### src/rtl/arb_pkg.sv
package arb_pkg;

   localparam int IDX_W = 4;
   localparam int MAX_MGR = 16;

   localparam logic [1:0] TR_IDLE   = 2'd0;
   localparam logic [1:0] TR_BUSY   = 2'd1;
   localparam logic [1:0] TR_NONSEQ = 2'd2;
   localparam logic [1:0] TR_SEQ    = 2'd3;

   localparam int BEAT_W = 5;

   // beats in a fixed-length burst; zero for single or open-ended kinds
   function automatic logic [BEAT_W-1:0] burst_beats(input logic [2:0] kind);
      logic [BEAT_W-1:0] n;
      case (kind)
         3'd2, 3'd3: n = 5'd4;
         3'd4, 3'd5: n = 5'd8;
         3'd6, 3'd7: n = 5'd16;
         default:    n = 5'd0;
      endcase
      return n;
   endfunction

endpackage

### src/rtl/arb_pick.sv
module arb_pick
   import arb_pkg::*;
#(
   parameter int N_MGR    = 4,
   parameter int ARB_MODE = 0
) (
   input  logic [N_MGR-1:0] req,
   input  logic [IDX_W-1:0] last,
   output logic [IDX_W-1:0] win,
   output logic             any
);

   assign any = |req;

   generate
      if (ARB_MODE == 0) begin : g_static
         always_comb begin
            win = '0;
            for (int i = N_MGR - 1; i >= 0; i--) begin
               if (req[i]) win = IDX_W'(i);
            end
         end
      end else begin : g_rotate
         // descending k: the smallest distance past the owner is written last
         always_comb begin
            win = '0;
            for (int k = N_MGR; k >= 1; k--) begin
               if (req[(int'(last) + k) % N_MGR]) win = IDX_W'((int'(last) + k) % N_MGR);
            end
         end
      end
   endgenerate

   always_comb begin
      if (any) begin
         a_win_requests_r3: assert (req[win]);
      end
   end

endmodule

### src/rtl/arb_burst_track.sv
module arb_burst_track
   import arb_pkg::*;
(
   input  logic       clk,
   input  logic       rst_n,
   input  logic       hready,
   input  logic [1:0] htrans,
   input  logic [2:0] hburst,
   input  logic       err,
   output logic       hold
);

   logic [BEAT_W-1:0] left_q;
   logic [BEAT_W-1:0] left_nx;
   logic [BEAT_W-1:0] len;

   assign len = burst_beats(hburst);

   always_comb begin
      left_nx = left_q;
      if (err) begin
         left_nx = '0;
      end else if (htrans == TR_NONSEQ && len != '0) begin
         left_nx = len - 5'd1;
      end else if (htrans == TR_SEQ && left_q != '0) begin
         left_nx = left_q - 5'd1;
      end
   end

   assign hold = (left_nx != '0);

   always_ff @(posedge clk or negedge rst_n) begin
      if (!rst_n)      left_q <= '0;
      else if (hready) left_q <= left_nx;
   end

   p_left_bound_r7: assert property (@(posedge clk) disable iff (!rst_n)
      left_q <= 5'd15);

   p_err_clears_r8: assert property (@(posedge clk) disable iff (!rst_n)
      (hready && err) |=> (left_q == '0));

   p_stall_keeps_r7: assert property (@(posedge clk) disable iff (!rst_n)
      !hready |=> $stable(left_q));

endmodule

### src/rtl/bus_owner_arbiter.sv
module bus_owner_arbiter
   import arb_pkg::*;
#(
   parameter int N_MGR    = 4,
   parameter int ARB_MODE = 0
) (
   input  logic             clk,
   input  logic             rst_n,
   input  logic [N_MGR-1:0] req,
   input  logic [N_MGR-1:0] lock,
   input  logic [1:0]       htrans,
   input  logic [2:0]       hburst,
   input  logic             hready,
   input  logic             hresp,
   output logic [N_MGR-1:0] grant,
   output logic [IDX_W-1:0] hmaster,
   output logic             hmastlock,
   output logic [IDX_W-1:0] dp_master,
   output logic [N_MGR-1:0] err_to
);

   generate
      if (N_MGR < 1 || N_MGR > MAX_MGR) begin : g_bad_count
         $error("bus_owner_arbiter: N_MGR out of range");
      end
      if (ARB_MODE != 0 && ARB_MODE != 1) begin : g_bad_mode
         $error("bus_owner_arbiter: ARB_MODE must be 0 or 1");
      end
   endgenerate

   logic [N_MGR-1:0] grant_q;
   logic [IDX_W-1:0] owner_q;
   logic             mlock_q;
   logic [IDX_W-1:0] dp_q;

   logic             err_now;
   logic             burst_hold;
   logic             lock_own;
   logic             keep;
   logic [IDX_W-1:0] win;
   logic             any_req;
   logic [IDX_W-1:0] next_owner;
   logic             next_lock;

   assign err_now = hresp & hready;

   arb_pick #(.N_MGR(N_MGR), .ARB_MODE(ARB_MODE)) u_pick (
      .req  (req),
      .last (owner_q),
      .win  (win),
      .any  (any_req)
   );

   arb_burst_track u_burst (
      .clk    (clk),
      .rst_n  (rst_n),
      .hready (hready),
      .htrans (htrans),
      .hburst (hburst),
      .err    (err_now),
      .hold   (burst_hold)
   );

   always_comb begin
      lock_own = 1'b0;
      for (int i = 0; i < N_MGR; i++) begin
         if (owner_q == IDX_W'(i)) lock_own = lock[i];
      end
   end

   assign keep = lock_own | burst_hold;

   always_comb begin
      if (keep)         next_owner = owner_q;
      else if (any_req) next_owner = win;
      else              next_owner = '0;
   end

   always_comb begin
      next_lock = 1'b0;
      for (int i = 0; i < N_MGR; i++) begin
         if (next_owner == IDX_W'(i)) next_lock = lock[i];
      end
   end

   always_ff @(posedge clk or negedge rst_n) begin
      if (!rst_n) begin
         grant_q <= N_MGR'(1);
         owner_q <= '0;
         mlock_q <= 1'b0;
         dp_q    <= '0;
      end else if (hready) begin
         grant_q <= N_MGR'(1) << next_owner;
         owner_q <= next_owner;
         mlock_q <= next_lock;
         dp_q    <= owner_q;
      end
   end

   always_comb begin
      err_to = '0;
      for (int i = 0; i < N_MGR; i++) begin
         if (err_now && dp_q == IDX_W'(i)) err_to[i] = 1'b1;
      end
   end

   assign grant     = grant_q;
   assign hmaster   = owner_q;
   assign hmastlock = mlock_q;
   assign dp_master = dp_q;

   p_grant_onehot_r1: assert property (@(posedge clk) disable iff (!rst_n)
      $countones(grant_q) == 1);

   p_grant_matches_r1: assert property (@(posedge clk) disable iff (!rst_n)
      grant_q[owner_q]);

   p_no_move_stall_r2: assert property (@(posedge clk) disable iff (!rst_n)
      !hready |=> ($stable(owner_q) && $stable(grant_q) && $stable(mlock_q)));

   p_park_idle_r5: assert property (@(posedge clk) disable iff (!rst_n)
      (hready && !keep && req == '0) |=> (owner_q == '0));

   p_lock_keeps_r6: assert property (@(posedge clk) disable iff (!rst_n)
      (hready && lock_own) |=> (owner_q == $past(owner_q)));

   p_burst_keeps_r7: assert property (@(posedge clk) disable iff (!rst_n)
      (hready && burst_hold) |=> (owner_q == $past(owner_q)));

   p_dp_follows_r9: assert property (@(posedge clk) disable iff (!rst_n)
      hready |=> (dp_q == $past(owner_q)));

   p_err_onehot_r9: assert property (@(posedge clk) disable iff (!rst_n)
      $countones(err_to) == (err_now ? 1 : 0));

endmodule

### config.mk
export PLATFORM = sky130hd
export DESIGN_NAME = bus_owner_arbiter
export DESIGN_NICKNAME = d
export VERILOG_FILES = /design/src/rtl/arb_pkg.sv /design/src/rtl/arb_pick.sv /design/src/rtl/arb_burst_track.sv /design/src/rtl/bus_owner_arbiter.sv
export SDC_FILE = /design/constraint.sdc
export NUM_CORES = 1
export LEC_CHECK = 0
export BUFFER_PORTS_ARGS = -buffer_cell sky130_fd_sc_hd__buf_4
export CAP_MARGIN = 20
export CORE_MARGIN = 5
export CORE_UTILIZATION = 51
export CTS_CLUSTER_DIAMETER = 80
export CTS_CLUSTER_SIZE = 40
export DETAILED_ROUTE_END_ITERATION = 8
export GPL_TIMING_DRIVEN = 0
export PLACE_DENSITY_LB_ADDON = 0.1
export SETUP_SLACK_MARGIN = 0.02
export SLEW_MARGIN = 20
export SYNTH_ARGS = -nofsm -noshare
export SYNTH_HDL_FRONTEND = slang
export SYNTH_SLANG_ARGS = --single-unit
### constraint.sdc
create_clock -name clk -period 3.36 [get_ports clk]
set_input_delay 0.672 -clock clk [delete_from_list [all_inputs] [get_ports clk]]
set_output_delay 0.672 -clock clk [all_outputs]
set_load 0.02 [all_outputs]
**Yosys cells after proc, flatten, opt, wreduce, memory -nomap -nowiden**

Cells that the tools add are included.

- Bits in registers: 18
- Bits of input ports: 17
- Output and inout bits: 17

- $add $sub $neg: 2
- Equality and inequality tests: 17
- Shift-type cells: 1
- Multiplexer cells: 22
- Bitwise gates (word level): 2
- Reductions and logical operators: 16

Operator list:

| kind | count |
|---|---|
| == test 4 x 2 -> 1 bit, second input constant | 6 |
| two-way mux 5 bit | 3 |
| one-hot mux 5 bit (3 select lines) | 1 |
| nonzero test 5 bit | 3 |
| == test 3 bit, second input constant | 4 |
| == test 4 x 1 -> 1 bit, second input constant | 3 |
| logical NOT 4 bit | 3 |
| two-way mux 1 bit | 12 |
| subtractor 5 x 1 -> 5 bit, second input constant | 2 |
| two-way mux 2 bit | 4 |
| two-way mux 4 bit | 2 |
| == test 3 x 2 -> 1 bit, second input constant | 2 |
| logical AND 1 bit | 6 |
| OR reduction 2 bit | 3 |
| == test 2 bit, second input constant | 2 |
| OR reduction 4 bit | 1 |
| << shifter 1 x 4 -> 4 bit, first input constant | 1 |
| bitwise AND 1 bit | 1 |
| bitwise OR 1 bit | 1 |

**Longest topological paths before layout**

- Depth in word-level cells: 15
- Gate-level depth with buffers: 9
- Depth with buffers taken out: 9

**Cells and area by module**

A second synthesis with hierarchy kept.

- Cells, all modules: 134
- Area total of the unflattened synthesis: 1249.9 um^2

By module, submodules not included:

| module | instances | cells an instance | area an instance (um^2) | seq. area each (um^2) |
|---|---|---|---|---|
| bus_owner_arbiter | 1 | 69 | 711.9 | 326.6 |
| arb_burst_track | 1 | 55 | 484.2 | 125.1 |
| arb_pick | 1 | 10 | 53.8 | 0.0 |

**Worst setup path after synthesis**

Ideal clock, no wire load.

- Path kind: input to register
- Start point: input port hburst[1]
- End point: register mlock_q (netlist: hmastlock)
- Library setup time: 0.124 ns
- Arrival: 2.496 ns
- Required time: 3.236 ns
- Path slack: 0.739 ns
- Stages: 9
- Buffers on the path: 0
- Cells stage by stage: inv_1 > ha_1 > nor3b_2 > a22o_1 > a31oi_1 > nor4_4 > mux2i_1 > a2bb2oi_1 > o21ai_1

- Longest elaborated chain between the ends: 15
- Elaborated cells on any way between the ends: 26
- Those cells by class: 1 x add/sub; 9 x eq/ne; 8 x mux; 1 x bitwise; 7 x reduce/logical

Ends and longest elaborated chain:

| item | RTL line | source |
|---|---|---|
| start: declaration | bus_owner_arbiter.sv:12 | `input logic [2:0] hburst,` |
| == test 3 bit or == test 3 x 2 -> 1 bit (tied branches) | arb_pkg.sv:16 | `case (kind)` |
| OR reduction 2 bit | arb_pkg.sv:16 |  |
| one-hot mux 5 bit (3 select lines) * | arb_pkg.sv:16 |  |
| branches (longest 2 deep; another with subtractor 5 x 1 -> 5 bit) | - |  |
| two-way mux 5 bit * | arb_burst_track.sv:23 | `end else if (htrans == TR_NONSEQ && len != '0) begin` |
| two-way mux 5 bit * | arb_burst_track.sv:21 | `if (err) begin` |
| nonzero test 5 bit * | arb_burst_track.sv:30 | `assign hold = (left_nx != '0);` |
| bitwise OR 1 bit * | bus_owner_arbiter.sv:71 | `assign keep = lock_own \| burst_hold;` |
| two-way mux 4 bit * | bus_owner_arbiter.sv:74 | `if (keep) next_owner = owner_q;` |
| logical NOT 4 bit | bus_owner_arbiter.sv:82 | `if (next_owner == IDX_W'(i)) next_lock = lock[i];` |
| two-way mux 1 bit (3 in a row) | bus_owner_arbiter.sv:82 |  |
| two-way mux 1 bit * | bus_owner_arbiter.sv:82 |  |
| end signal: assignment | bus_owner_arbiter.sv:95 | `mlock_q <= next_lock;` |
| end: declaration | bus_owner_arbiter.sv:33 | `logic mlock_q;` |

Every way passes the cells marked *.
A chain may end at the register's enable or synchronous reset.

**Worst setup path in the final report**

Ends and elaborated chain as after synthesis.

==> run summary <==
P_leak = 0.716 nW
ant diodes = 0
RSZ-0062 raised after global routing = no
post-synthesis sequential area ratio = 38.5%
final hold vios = 0
CTS hold repair buffers = 0
status = finished clean
Detailed Route WL = 2.57 mm
GP Congestion = 0.815
Worst-Skew Late Latency = 0.29 ns
TNS Setup = 0 ns
H-Tree Depth = 1
largest net degree at the start of global routing = 19
worst min-delay path category = input port to asynchronous set/reset pin
Req. time, crit path = 3.54 ns
Synth Register Bits = 18
total CTS buffers = 3
TritonRoute pass-1 iters = 4
share of flip-flops with an asynchronous set or reset = 100%
share of cells above drive strength 1 = 28.7%
Slew Limit Fails = 0
Highest Clock Rate = 360 MHz
cell area after synthesis = 1170 um2
number of nets in the layout = 186
warnings from Yosys = 0
r2r setup slk = 0.64 ns
Port Buf Inserts = 32
chip width = 57.9 um
RR Endpoint = hmastlock
Site Rows = 17
endpoint class of the critical path = register
commonest cells after routing, fill and taps aside = buf_4 (32), nor2_1 (21), dfrtp_1 (17), nand2_1 (13), inv_1 (8)
Max-slew headroom = 65.8%
core footprint = 2210 um2
leading cell type in the layout, fill and taps excluded = buf_4
fin crit period = 2.78 ns
CP max FO = 8
slew at the pin with the worst max-slew slack = 0.510 ns
vias in the first global route = 1,048
Max VDD drop = 0.419 mV
Synth Instances = 128
Final period util = 82.8%
Layout area overhead = 26.6%
R2R depth = 9
Longest Clk Path Bufs = 2
max cap viols = 0
Yosys cell types = 37
top_reg_cell synth = dfrtp_1
worst reg2reg path startpoint = u_burst.left_q[0]
Total Routing Usage GR = 17.0%
Via Count = 1,030
Final setup viols = 0
Initial DRC Count = 45
critical path type = input port to register
Critical Path Source Type = input port
GRT overflow = 0
first-pass GRT wire length = 4.58 mm
CTS resizes = 0
initial antenna violation count = 0
EDFF count, synth = 0
HPWL after detailed placement = 2.06 mm
CP Data Arrival Time = 2.96 ns
Clk pin slew, worst setup/hold paths = 0.10 ns
pwr dens = 574 nW/um2
antenna viol nets, final = 0
Net Count, Synth = 149
Post-Syn Area per Cell = 9.16 um2
I/O pins = 34
clk sink count = 18
drt wl/cell = 13.4 um
Initial Util = 53.0%
TritonCTS clock tree = done
DR vias/cell = 5.36
Fillers = 192
Fin Hold WS = 0.226 ns
drt drc = 0
Root Buffer = clkbuf_4
die height = 57.9 um
clock skew = 0.00250 ns
post-CTS setup buffers = 0
Die Area = 3360 um2
==> synth_stat cells (3+ instances only) <==
library cell,number,area share (%)
a21oi_1,6,2.6
and2_1,3,1.6
clkbuf_1,3,0.96
dfrtp_1,17,36
ha_1,4,4.3
inv_1,8,2.6
mux2_2,5,4.8
mux2i_1,6,5.1
nand2_1,13,4.2
nor2_1,21,6.7
nor3_1,5,2.1
or3_1,4,2.1
==> routing by layer <==
metal	GRT usage, %	part of all wire [%]	up-vias
met5	0	0	-
met4	5.63	1.3	0
met3	2.45	4.3	4
met2	28.2	49	24
met1	22.6	46	473
li1	-	-	529
==> layout make-up <==
cell class | count | area (um2) | share of cell area, %
timing repair buffer | 32 | 240 | 16.2
sequential | 18 | 452 | 30.4
multi-input combinational | 99 | 679 | 45.8
clock buffer | 4 | 36.3 | 2.45
buffer | 3 | 11.3 | 0.759
tap | 28 | 35.0 | 2.36
inverter | 8 | 30.0 | 2.02
==> worst max-delay path: stages <==
cell and delay, ns:
buf_4 0.09, inv_1 0.05, ha_1 0.23, nor3b_2 0.44, a22o_1 0.21, a31oi_1 0.08
nor4_4 0.55, mux2i_1 0.32, a2bb2oi_1 0.24, o21ai_1 0.09
==> cell families (layout without fill, tap and decap cells) <==
| family | after synthesis | count (layout) | synth area share (%) |
|---|---|---|---|
| buffers and inverters | 11 | 47 | 3.52 |
| adders and majority gates | 4 | 4 | 4.27 |
| DFF | 18 | 18 | 38.5 |
| and+or+nand+nor | 57 | 57 | 25.5 |
| muxes | 13 | 13 | 11.8 |
| AOI/OAI and AO/OA | 25 | 25 | 16.3 |
==> worst max path at each step <==
stage	from	end
2_1_floorplan	hburst[1]	hmastlock
3_3_place_gp	hburst[1]	hmastlock
3_5_place_dp	hburst[1]	hmastlock
4_1_cts	hburst[1]	hmastlock
5_1_grt	hburst[1]	hmastlock
6_report	hburst[1]	hmastlock
==> report_power, final <==
part / internal, mW / switching [mW]
registers: 0.272 / 0.0491
logic: 0.183 / 0.216
clock network: 0.0660 / 0.0659
total: 0.520 / 0.331
==> per-stage QoR <==
step / setup WS (ns) / util (%) / cell area (um2) / cells / total power [mW]
finish: 0.579 / 67.1 / 1480 / 192 / 0.852
global route: 0.406 / 67.1 / 1480 / 192 / 0.914
CTS: 0.586 / 67.1 / 1480 / 192 / 0.859
detailed placement: 0.276 / 65.4 / 1450 / 188 / 0.726
global placement: 0.344 / 65.4 / 1450 / 188 / 0.715
floorplan: 0.739 / - / 1170 / 128 / 0.581
==> flip-flops by register name, indices dropped and copies added, names as in the netlist <==
register	flops
hmastlock	1
grant	4
dp_master	4
u_burst.left_q	5
hmaster	4
Power figures use the tool's default switching activity.
